$ cat src/rtl/spi_irq_pkg.sv
package spi_irq_pkg;

   // Register group geometry
   localparam int IRQ_W    = 7;
   localparam int ADDR_MAX = 16;

   // Byte offsets (decoded by software, so fixed)
   localparam logic [ADDR_MAX-1:0] OFS_STAT  = 16'h0004;
   localparam logic [ADDR_MAX-1:0] OFS_SET   = 16'h0008;
   localparam logic [ADDR_MAX-1:0] OFS_CLR   = 16'h000C;
   localparam logic [ADDR_MAX-1:0] OFS_MASK  = 16'h0010;
   localparam logic [ADDR_MAX-1:0] OFS_WMARK = 16'h0028;

   // Status bit positions
   localparam int B_MODF   = 1;
   localparam int B_TXLOW  = 2;
   localparam int B_TXFULL = 3;
   localparam int B_RXNE   = 4;

   // Which bits hold an event and which follow a level
   localparam logic [IRQ_W-1:0] LATCH_BITS = 7'b000_0110;
   localparam logic [IRQ_W-1:0] LIVE_BITS  = 7'b001_1000;

   typedef enum logic [2:0] {
      SEL_NONE,
      SEL_STAT,
      SEL_SET,
      SEL_CLR,
      SEL_MASK,
      SEL_WMARK
   } reg_sel_e;

   function automatic reg_sel_e sel_of(input logic [ADDR_MAX-1:0] a);
      case (a)
         OFS_STAT:  return SEL_STAT;
         OFS_SET:   return SEL_SET;
         OFS_CLR:   return SEL_CLR;
         OFS_MASK:  return SEL_MASK;
         OFS_WMARK: return SEL_WMARK;
         default:   return SEL_NONE;
      endcase
   endfunction

endpackage

$ cat src/rtl/spi_irq_stat_bank.sv
module spi_irq_stat_bank #(
   parameter int               NBITS = 7,
   parameter logic [NBITS-1:0] LATCH = '0,
   parameter logic [NBITS-1:0] LIVE  = '0
) (
   input  logic             clk,
   input  logic             rst_n,
   input  logic [NBITS-1:0] set_i,
   input  logic [NBITS-1:0] clr_i,
   input  logic [NBITS-1:0] live_i,
   output logic [NBITS-1:0] stat_o
);

   initial begin : p_param_chk
      assert ((LATCH & LIVE) == '0)
         else $fatal(1, "a status bit cannot be both latched and live");
   end

   for (genvar i = 0; i < NBITS; i++) begin : g_bit
      if (LATCH[i]) begin : g_latch
         logic bit_q;
         logic unused_live;
         assign unused_live = live_i[i];
         always_ff @(posedge clk) begin
            if (!rst_n)        bit_q <= 1'b0;
            else if (set_i[i]) bit_q <= 1'b1;   // event wins over clear
            else if (clr_i[i]) bit_q <= 1'b0;
         end
         assign stat_o[i] = bit_q;
      end else if (LIVE[i]) begin : g_live
         logic unused_sc;
         assign unused_sc = set_i[i] ^ clr_i[i];
         assign stat_o[i] = live_i[i];
      end else begin : g_rsvd
         logic unused_all;
         assign unused_all = set_i[i] ^ clr_i[i] ^ live_i[i];
         assign stat_o[i] = 1'b0;
      end
   end

endmodule

$ cat src/rtl/spi_irq_mask_reg.sv
module spi_irq_mask_reg #(
   parameter int NBITS = 7
) (
   input  logic             clk,
   input  logic             rst_n,
   input  logic             set_we,
   input  logic             clr_we,
   input  logic [NBITS-1:0] wbits,
   output logic [NBITS-1:0] mask_o
);

   logic [NBITS-1:0] mask_q;

   always_ff @(posedge clk) begin
      if (!rst_n)      mask_q <= '0;
      else if (set_we) mask_q <= mask_q | wbits;
      else if (clr_we) mask_q <= mask_q & ~wbits;
   end

   assign mask_o = mask_q;

endmodule

$ cat src/rtl/spi_irq_wmark.sv
module spi_irq_wmark #(
   parameter int LVL_W = 8
) (
   input  logic             clk,
   input  logic             rst_n,
   input  logic             we,
   input  logic [LVL_W-1:0] wdata,
   input  logic [LVL_W-1:0] tx_level,
   output logic [LVL_W-1:0] thresh_o,
   output logic             fall_o
);

   logic [LVL_W-1:0] thresh_q;
   logic             below_q;
   logic             below;

   assign below = tx_level < thresh_q;

   always_ff @(posedge clk) begin
      if (!rst_n) begin
         thresh_q <= LVL_W'(1);
         below_q  <= 1'b1;          // no event for a level already low at reset
      end else begin
         below_q <= below;
         if (we) thresh_q <= wdata;
      end
   end

   assign thresh_o = thresh_q;
   assign fall_o   = below & ~below_q;

endmodule

$ cat src/rtl/spi_irq_regs.sv
module spi_irq_regs #(
   parameter int ADDR_W     = 8,
   parameter int DATA_W     = 32,
   parameter int LVL_W      = 8,
   parameter int FIFO_DEPTH = 128
) (
   input  logic              clk,
   input  logic              rst_n,
   input  logic              wr_en,
   input  logic [ADDR_W-1:0] wr_addr,
   input  logic [DATA_W-1:0] wr_data,
   input  logic [ADDR_W-1:0] rd_addr,
   output logic [DATA_W-1:0] rd_data,
   input  logic              mode_fault,
   input  logic [LVL_W-1:0]  tx_level,
   input  logic [LVL_W-1:0]  rx_level,
   output logic              irq
);

   import spi_irq_pkg::*;

   localparam int NB = IRQ_W;

   initial begin : p_param_chk
      assert (DATA_W >= NB && DATA_W >= LVL_W)
         else $fatal(1, "DATA_W too narrow for the register fields");
      assert (ADDR_W >= 6 && ADDR_W <= ADDR_MAX)
         else $fatal(1, "ADDR_W cannot hold the register offsets");
      assert (FIFO_DEPTH > 0 && FIFO_DEPTH < (1 << LVL_W))
         else $fatal(1, "LVL_W cannot represent FIFO_DEPTH");
   end

   reg_sel_e         wr_sel, rd_sel;
   logic [NB-1:0]    stat_w, mask_w, set_v, clr_v, live_v;
   logic [LVL_W-1:0] thresh_w;
   logic             fall_w;
   logic             irq_q;
   logic             unused_wdata;

   assign wr_sel       = wr_en ? sel_of(ADDR_MAX'(wr_addr)) : SEL_NONE;
   assign rd_sel       = sel_of(ADDR_MAX'(rd_addr));
   assign unused_wdata = ^wr_data;

   always_comb begin
      set_v            = '0;
      set_v[B_MODF]    = mode_fault;
      set_v[B_TXLOW]   = fall_w;
      live_v           = '0;
      live_v[B_TXFULL] = (tx_level == LVL_W'(FIFO_DEPTH));
      live_v[B_RXNE]   = |rx_level;
      clr_v            = (wr_sel == SEL_STAT) ? wr_data[NB-1:0] : '0;
   end

   spi_irq_wmark #(.LVL_W(LVL_W)) u_wmark (
      .clk      (clk),
      .rst_n    (rst_n),
      .we       (wr_sel == SEL_WMARK),
      .wdata    (wr_data[LVL_W-1:0]),
      .tx_level (tx_level),
      .thresh_o (thresh_w),
      .fall_o   (fall_w)
   );

   spi_irq_stat_bank #(
      .NBITS (NB),
      .LATCH (LATCH_BITS),
      .LIVE  (LIVE_BITS)
   ) u_stat (
      .clk    (clk),
      .rst_n  (rst_n),
      .set_i  (set_v),
      .clr_i  (clr_v),
      .live_i (live_v),
      .stat_o (stat_w)
   );

   spi_irq_mask_reg #(.NBITS(NB)) u_mask (
      .clk    (clk),
      .rst_n  (rst_n),
      .set_we (wr_sel == SEL_SET),
      .clr_we (wr_sel == SEL_CLR),
      .wbits  (wr_data[NB-1:0]),
      .mask_o (mask_w)
   );

   always_ff @(posedge clk) begin
      if (!rst_n) irq_q <= 1'b0;
      else        irq_q <= |(stat_w & mask_w);
   end
   assign irq = irq_q;

   always_comb begin
      rd_data = '0;
      case (rd_sel)
         SEL_STAT:  rd_data[NB-1:0]    = stat_w;
         SEL_MASK:  rd_data[NB-1:0]    = mask_w;
         SEL_WMARK: rd_data[LVL_W-1:0] = thresh_w;
         default:   rd_data            = '0;
      endcase
   end

endmodule

$ cat config.mk
export PLATFORM = sky130hd
export DESIGN_NAME = spi_irq_regs
export DESIGN_NICKNAME = d
export VERILOG_FILES = /design/src/rtl/spi_irq_pkg.sv /design/src/rtl/spi_irq_stat_bank.sv /design/src/rtl/spi_irq_mask_reg.sv /design/src/rtl/spi_irq_wmark.sv /design/src/rtl/spi_irq_regs.sv
export SDC_FILE = /design/constraint.sdc
export NUM_CORES = 1
export LEC_CHECK = 0
export BUFFER_PORTS_ARGS = -buffer_cell sky130_fd_sc_hd__buf_4
export CAP_MARGIN = 20
export CORE_MARGIN = 2
export CORE_UTILIZATION = 35
export DETAILED_ROUTE_END_ITERATION = 10
export PLACE_DENSITY = 0.82
export SYNTH_ARGS = -nofsm -noshare
export SYNTH_HDL_FRONTEND = slang
export SYNTH_SLANG_ARGS = --single-unit
$ cat constraint.sdc
create_clock -name clk -period 1.9 [get_ports clk]
set_input_delay 0 -clock clk [delete_from_list [all_inputs] [get_ports clk]]
set_output_delay 0 -clock clk [all_outputs]
set_load 0.005 [all_outputs]
# After elaboration in Yosys (flattened, before gate mapping)
# Index checks and enable logic that the tools add are counted.
# totals
romBits	0
out_inout_bits	33
mem_bits_rw	0
input_bits	68
register_bits	19
word_cells	48
memories	0
latch_bits	0
# op_classes
add_sub_neg	0
n_div	0
eq_ne	18
muxes	12
multipliers	0
order_cmp	1
n_shift	0
bitwise	6
n_reduce_logical	5
# ops
operator	count
8-bit by 4-bit equality test with 1-bit output, second input constant	4
3-bit one-hot mux with 5 select lines	2
7-bit one-hot mux with 3 select lines	1
8-bit by 3-bit equality test with 1-bit output, second input constant	2
8-bit by 5-bit equality test with 1-bit output, second input constant	2
8-bit by 6-bit equality test with 1-bit output, second input constant	2
7-bit two-way mux	2
3-bit equality test, second input constant	3
8-bit equality test, second input constant	1
8-bit less-than comparator	1
8-bit OR reduction	1
5-bit by 7-bit AND with 7-bit output	1
7-bit AND	1
7-bit inverter	1
7-bit bitwise OR	1
7-bit OR reduction	1
3-bit by 1-bit equality test with 1-bit output, second input constant	2
3-bit by 2-bit equality test with 1-bit output, second input constant	2
3-bit two-way mux	2
2-bit nonzero test	3
1-bit two-way mux	5
1-bit AND	1
1-bit inverter	1

# Depth between registers and ports, before layout
# depth
depth_word	7
depth_mapped	6
mapped_depth_nobuf	6

# Hierarchy
# From an unflattened synthesis, not the netlist that was laid out.
# hier_totals
hier_cells	177
area_unflattened_um2	1534.0
# modules_own_cells
module	seq_area_each_um2	cells_per_inst	area_per_inst_um2	n_inst
spi_irq_regs	20.0	82	606.8	1
spi_irq_wmark	180.2	52	500.5	1
spi_irq_mask_reg	140.1	29	287.8	1
spi_irq_stat_bank	40.0	14	138.9	1

# Least setup slack after synthesis
# OpenSTA, ideal clock, no wires.
# synth_timing
kind	input to register
from	input wr_addr[7]
to	register u_wmark.thresh_q[1] (netlist: u_wmark.thresh_o[1])
required_ns	1.772
cell_stages	6
path_buffers	1
t_arrival_ns	1.729
setup_ns	0.128
setup_slack_ns	0.043
cell_sequence	or4b_1 -> or3b_4 -> or4b_4 -> buf_6 -> mux2i_1 -> nor2_1
# synth_via
elab_chain_cells	4
elab_cells_between_ends	8
cone_classes	eq/ne (6); mux (2)
# synth_lines
element	line	text
from (decl)	spi_irq_regs.sv:10	input logic [ADDR_W-1:0] wr_addr,
8-bit by 6-bit equality test with 1-bit output (tied with other cells)	spi_irq_pkg.sv:34	case (a)
3-bit one-hot mux with 5 select lines (*)	spi_irq_pkg.sv:34	
3-bit two-way mux (*)	spi_irq_regs.sv:40	assign wr_sel = wr_en ? sel_of(ADDR_MAX'(wr_addr)) : SEL_NONE;
3-bit equality test (*)	spi_irq_regs.sv:57	.we (wr_sel == SEL_WMARK),
to (signal assigned)	spi_irq_wmark.sv:25	if (we) thresh_q <= wdata;
to (decl)	spi_irq_wmark.sv:13	logic [LVL_W-1:0] thresh_q;
# Mark *: on every way between the ends. The rest lies on a longest branch, timed or not.
# A chain may end at the register's enable or synchronous reset.

# Worst setup path after layout
# layout_timing
from	input wr_addr[7]
to	register u_wmark.thresh_q[5] (netlist: u_wmark.thresh_o[5])
# The elaborated chain is that of the path after synthesis.

==> metrics.txt <==
DR pass1 iterations=4; status=finished clean; largest family of logic cells by synthesized area=simple AND/OR/NAND/NOR gates; Routed WL per cell=11.6 um; Slew HR=0.660; Total Die Area=about 4000 um2; Simple-Gate Fraction of Synth Area=0.190; I/O pins=101; final critical-path required period=1.67 ns; pin count of the biggest net entering global routing=18; VDD IR max=0.173 mV; crit path cell chain=buf_4 -> or4b_1 -> or3b_4 -> or4b_4 -> mux2i_1 -> nor2_1; Fin. Hold Viols=0; setup bufs post-CTS=0; CP max stage delay=0.59 ns; CP bufs+invs=1; HP Class=input port to register; Clk pin slew, worst setup/hold paths=0.11 ns; Compound-Gate Fraction of Synth Area=0.171; Pleak=0.000825 uW; global-route usage over all layers=0.158; post-synthesis cell count=146; CTS Buf Count=3; CTS Buffer Depth=2; first-pass GRT wire length=around 5100 um; multiplexer share of the synthesized area=0.0652; #FFs+latches synth=19; DRT antenna net count=0; Avg Inst Size Synth=8.42 um2; grt ovf=0; die height=between 60 and 70 um; Power Density=438 nW/um2; HPWL Detailed=2410 um; Row Count=21; Final Net Count=290; fin crit share=0.878; initial DRC count=45; FMAX=0.600 GHz; vias=approximately 1.2k; Hold Slack=0.0653 ns; cell area after synthesis=1230 um2; Worst Hold End=u_stat.g_bit[1].g_latch.bit_q; ant diodes=0; IO Port Bufs=52; reg2reg setup slack=roughly 0.34 ns; xor/xnor share of the synthesized area=0; Synth Warn #=0; DRT Wirelength=3010 um; Via density=4.67; Clock Skew=between 0.004 and 0.005 ns; setup_tns=0 ns; RD Place Congestion=0.844; layout cell share with drive strength beyond 1=0.294; slowest CP cell=or4b_4; Area Overhead vs Synth=40.9%; effective utilization at floorplan=0.365; CP top delay family=simple AND/OR/NAND/NOR gates; WHS Path Cells=5; endpoint type of the worst setup path=register; vias in the first global route=between 1k and 1.5k; R2R depth=6; Final Max Tran Viols=0; Core Region=3360 um2; Slew @ Worst Pin=0.506 ns; Finished Layout Cells=260; Worst Path Arrival=approximately 1.9 ns; Num Clock Sinks=19; initial antenna violation count=0; H-tree depth=1; Power, Total=759 uW; post-CTS sizing=0; clock latency on the worst-skew pair=about 0.30 ns; final core utilization=0.515; RSZ-0062 raised after global routing=false; crit-path max FO=8; Die W=63.3 um; Reg2Reg Capture Point=u_stat.g_bit[2].g_latch.bit_q; Setup violations, final=0; Synth Area in Adders=0.0713; CTS Root Cell=clkbuf_4; most frequent cells in the layout=buf_4 (57), conb_1 (24), dfxtp_1 (19); Residual DRC=0; sequential cell area fraction in the yosys report=0.310; Critical Setup Path Class=input port to register; Cells after DPL=around 250; hold_sp=wr_addr[3]; Critical Path Source Type=input port; max cap viols=0; TritonCTS clock tree=built; RR Startpoint=u_wmark.thresh_o[4]; Data required, critical path=approximately 2.1 ns; Hold-fix buffers, CTS=10; commonest non-fill, non-tap cell in the layout=buf_4; Netlist cell types=31
## layout make-up
class                           instances  area (um2)
Fill cell                             338        1630
Multi-Input combinational cell        114         702
Timing Repair Buffer                   67         528
Sequential cell                        19         380
Tap cell                               46        57.6
Inverter                               10        37.5
Clock buffer                            4        26.3
## worst min-delay path, stage by stage
cell and delay, ns:
buf_4 0.08, nor4_1 0.06, nand2_1 0.06, a21oi_1 0.06, nor2_1 0.07
## cell families after synthesis
logic type	Yosys count
simple gates	45
buf+inv	36
compound gates	30
flops	19
mux	8
fa+ha+maj	7
other cells	1
## how the worst max path moves through the flow
stage | startpoint | end | cells past startpoint | slack (ns)
CTS | wr_addr[7] | u_wmark.thresh_o[5] | 6 | 0.23
global placement | wr_addr[7] | u_wmark.thresh_o[7] | 6 | -0.07
finish | wr_addr[7] | u_wmark.thresh_o[5] | 6 | 0.23
detailed placement | wr_addr[7] | u_wmark.thresh_o[5] | 6 | -0.11
floorplan | wr_addr[7] | u_wmark.thresh_o[1] | 6 | 0.04
global route | wr_addr[7] | u_wmark.thresh_o[5] | 6 | 0.13
## power by group
part           internal, uW  switching, uW  leakage, uW
clock network          82.0            124    0.0000150
logic                  87.7           58.4     0.000657
registers               403           3.50     0.000154
total                   573            186     0.000825
## synthesized netlist by cell type
master / count / share of area
buf_4: 24 / 0.15
conb_1: 1 / 0.0031
inv_1: 9 / 0.027
clkinv_1: 1 / 0.0031
or3b_2: 1 / 0.0071
ha_1: 7 / 0.071
or4b_1: 1 / 0.0081
or4_1: 1 / 0.0061
or4b_4: 1 / 0.011
clkbuf_1: 1 / 0.0031
a211oi_1: 9 / 0.055
dfxtp_1: 19 / 0.31
o22a_1: 1 / 0.0071
nand3_1: 1 / 0.0041
o21ai_0: 2 / 0.0081
o31ai_1: 1 / 0.0061
or3b_4: 1 / 0.0092
mux2i_1: 8 / 0.065
a21oi_1: 9 / 0.037
nor3_1: 4 / 0.016
a222oi_1: 3 / 0.024
nand2b_1: 1 / 0.0051
and4b_1: 1 / 0.0081
and2_1: 1 / 0.0051
nand2_1: 13 / 0.040
nand4_1: 1 / 0.0051
buf_6: 1 / 0.0092
a22o_1: 3 / 0.021
nor2_1: 13 / 0.040
nor4_1: 5 / 0.025
a22oi_1: 2 / 0.012
## per-layer routing
metal  wire length (um)  GRT usage  vias to the layer above
met5                  0          0                        -
met4                 53     0.0734                        0
met3                162     0.0196                        5
met2               1540      0.270                       46
met1               1250      0.196                      545
li1                   -          -                      619
## metrics by stage
step           setup slack [ns]  instance area, um2
3_3_place_gp            -0.0734                1610
6_report                  0.232                1730
3_5_place_dp             -0.105                1610
5_1_grt                   0.132                1730
4_1_cts                   0.233                1730
2_1_floorplan            0.0433                1320
Note: power is estimated with default switching activity, not from simulation.
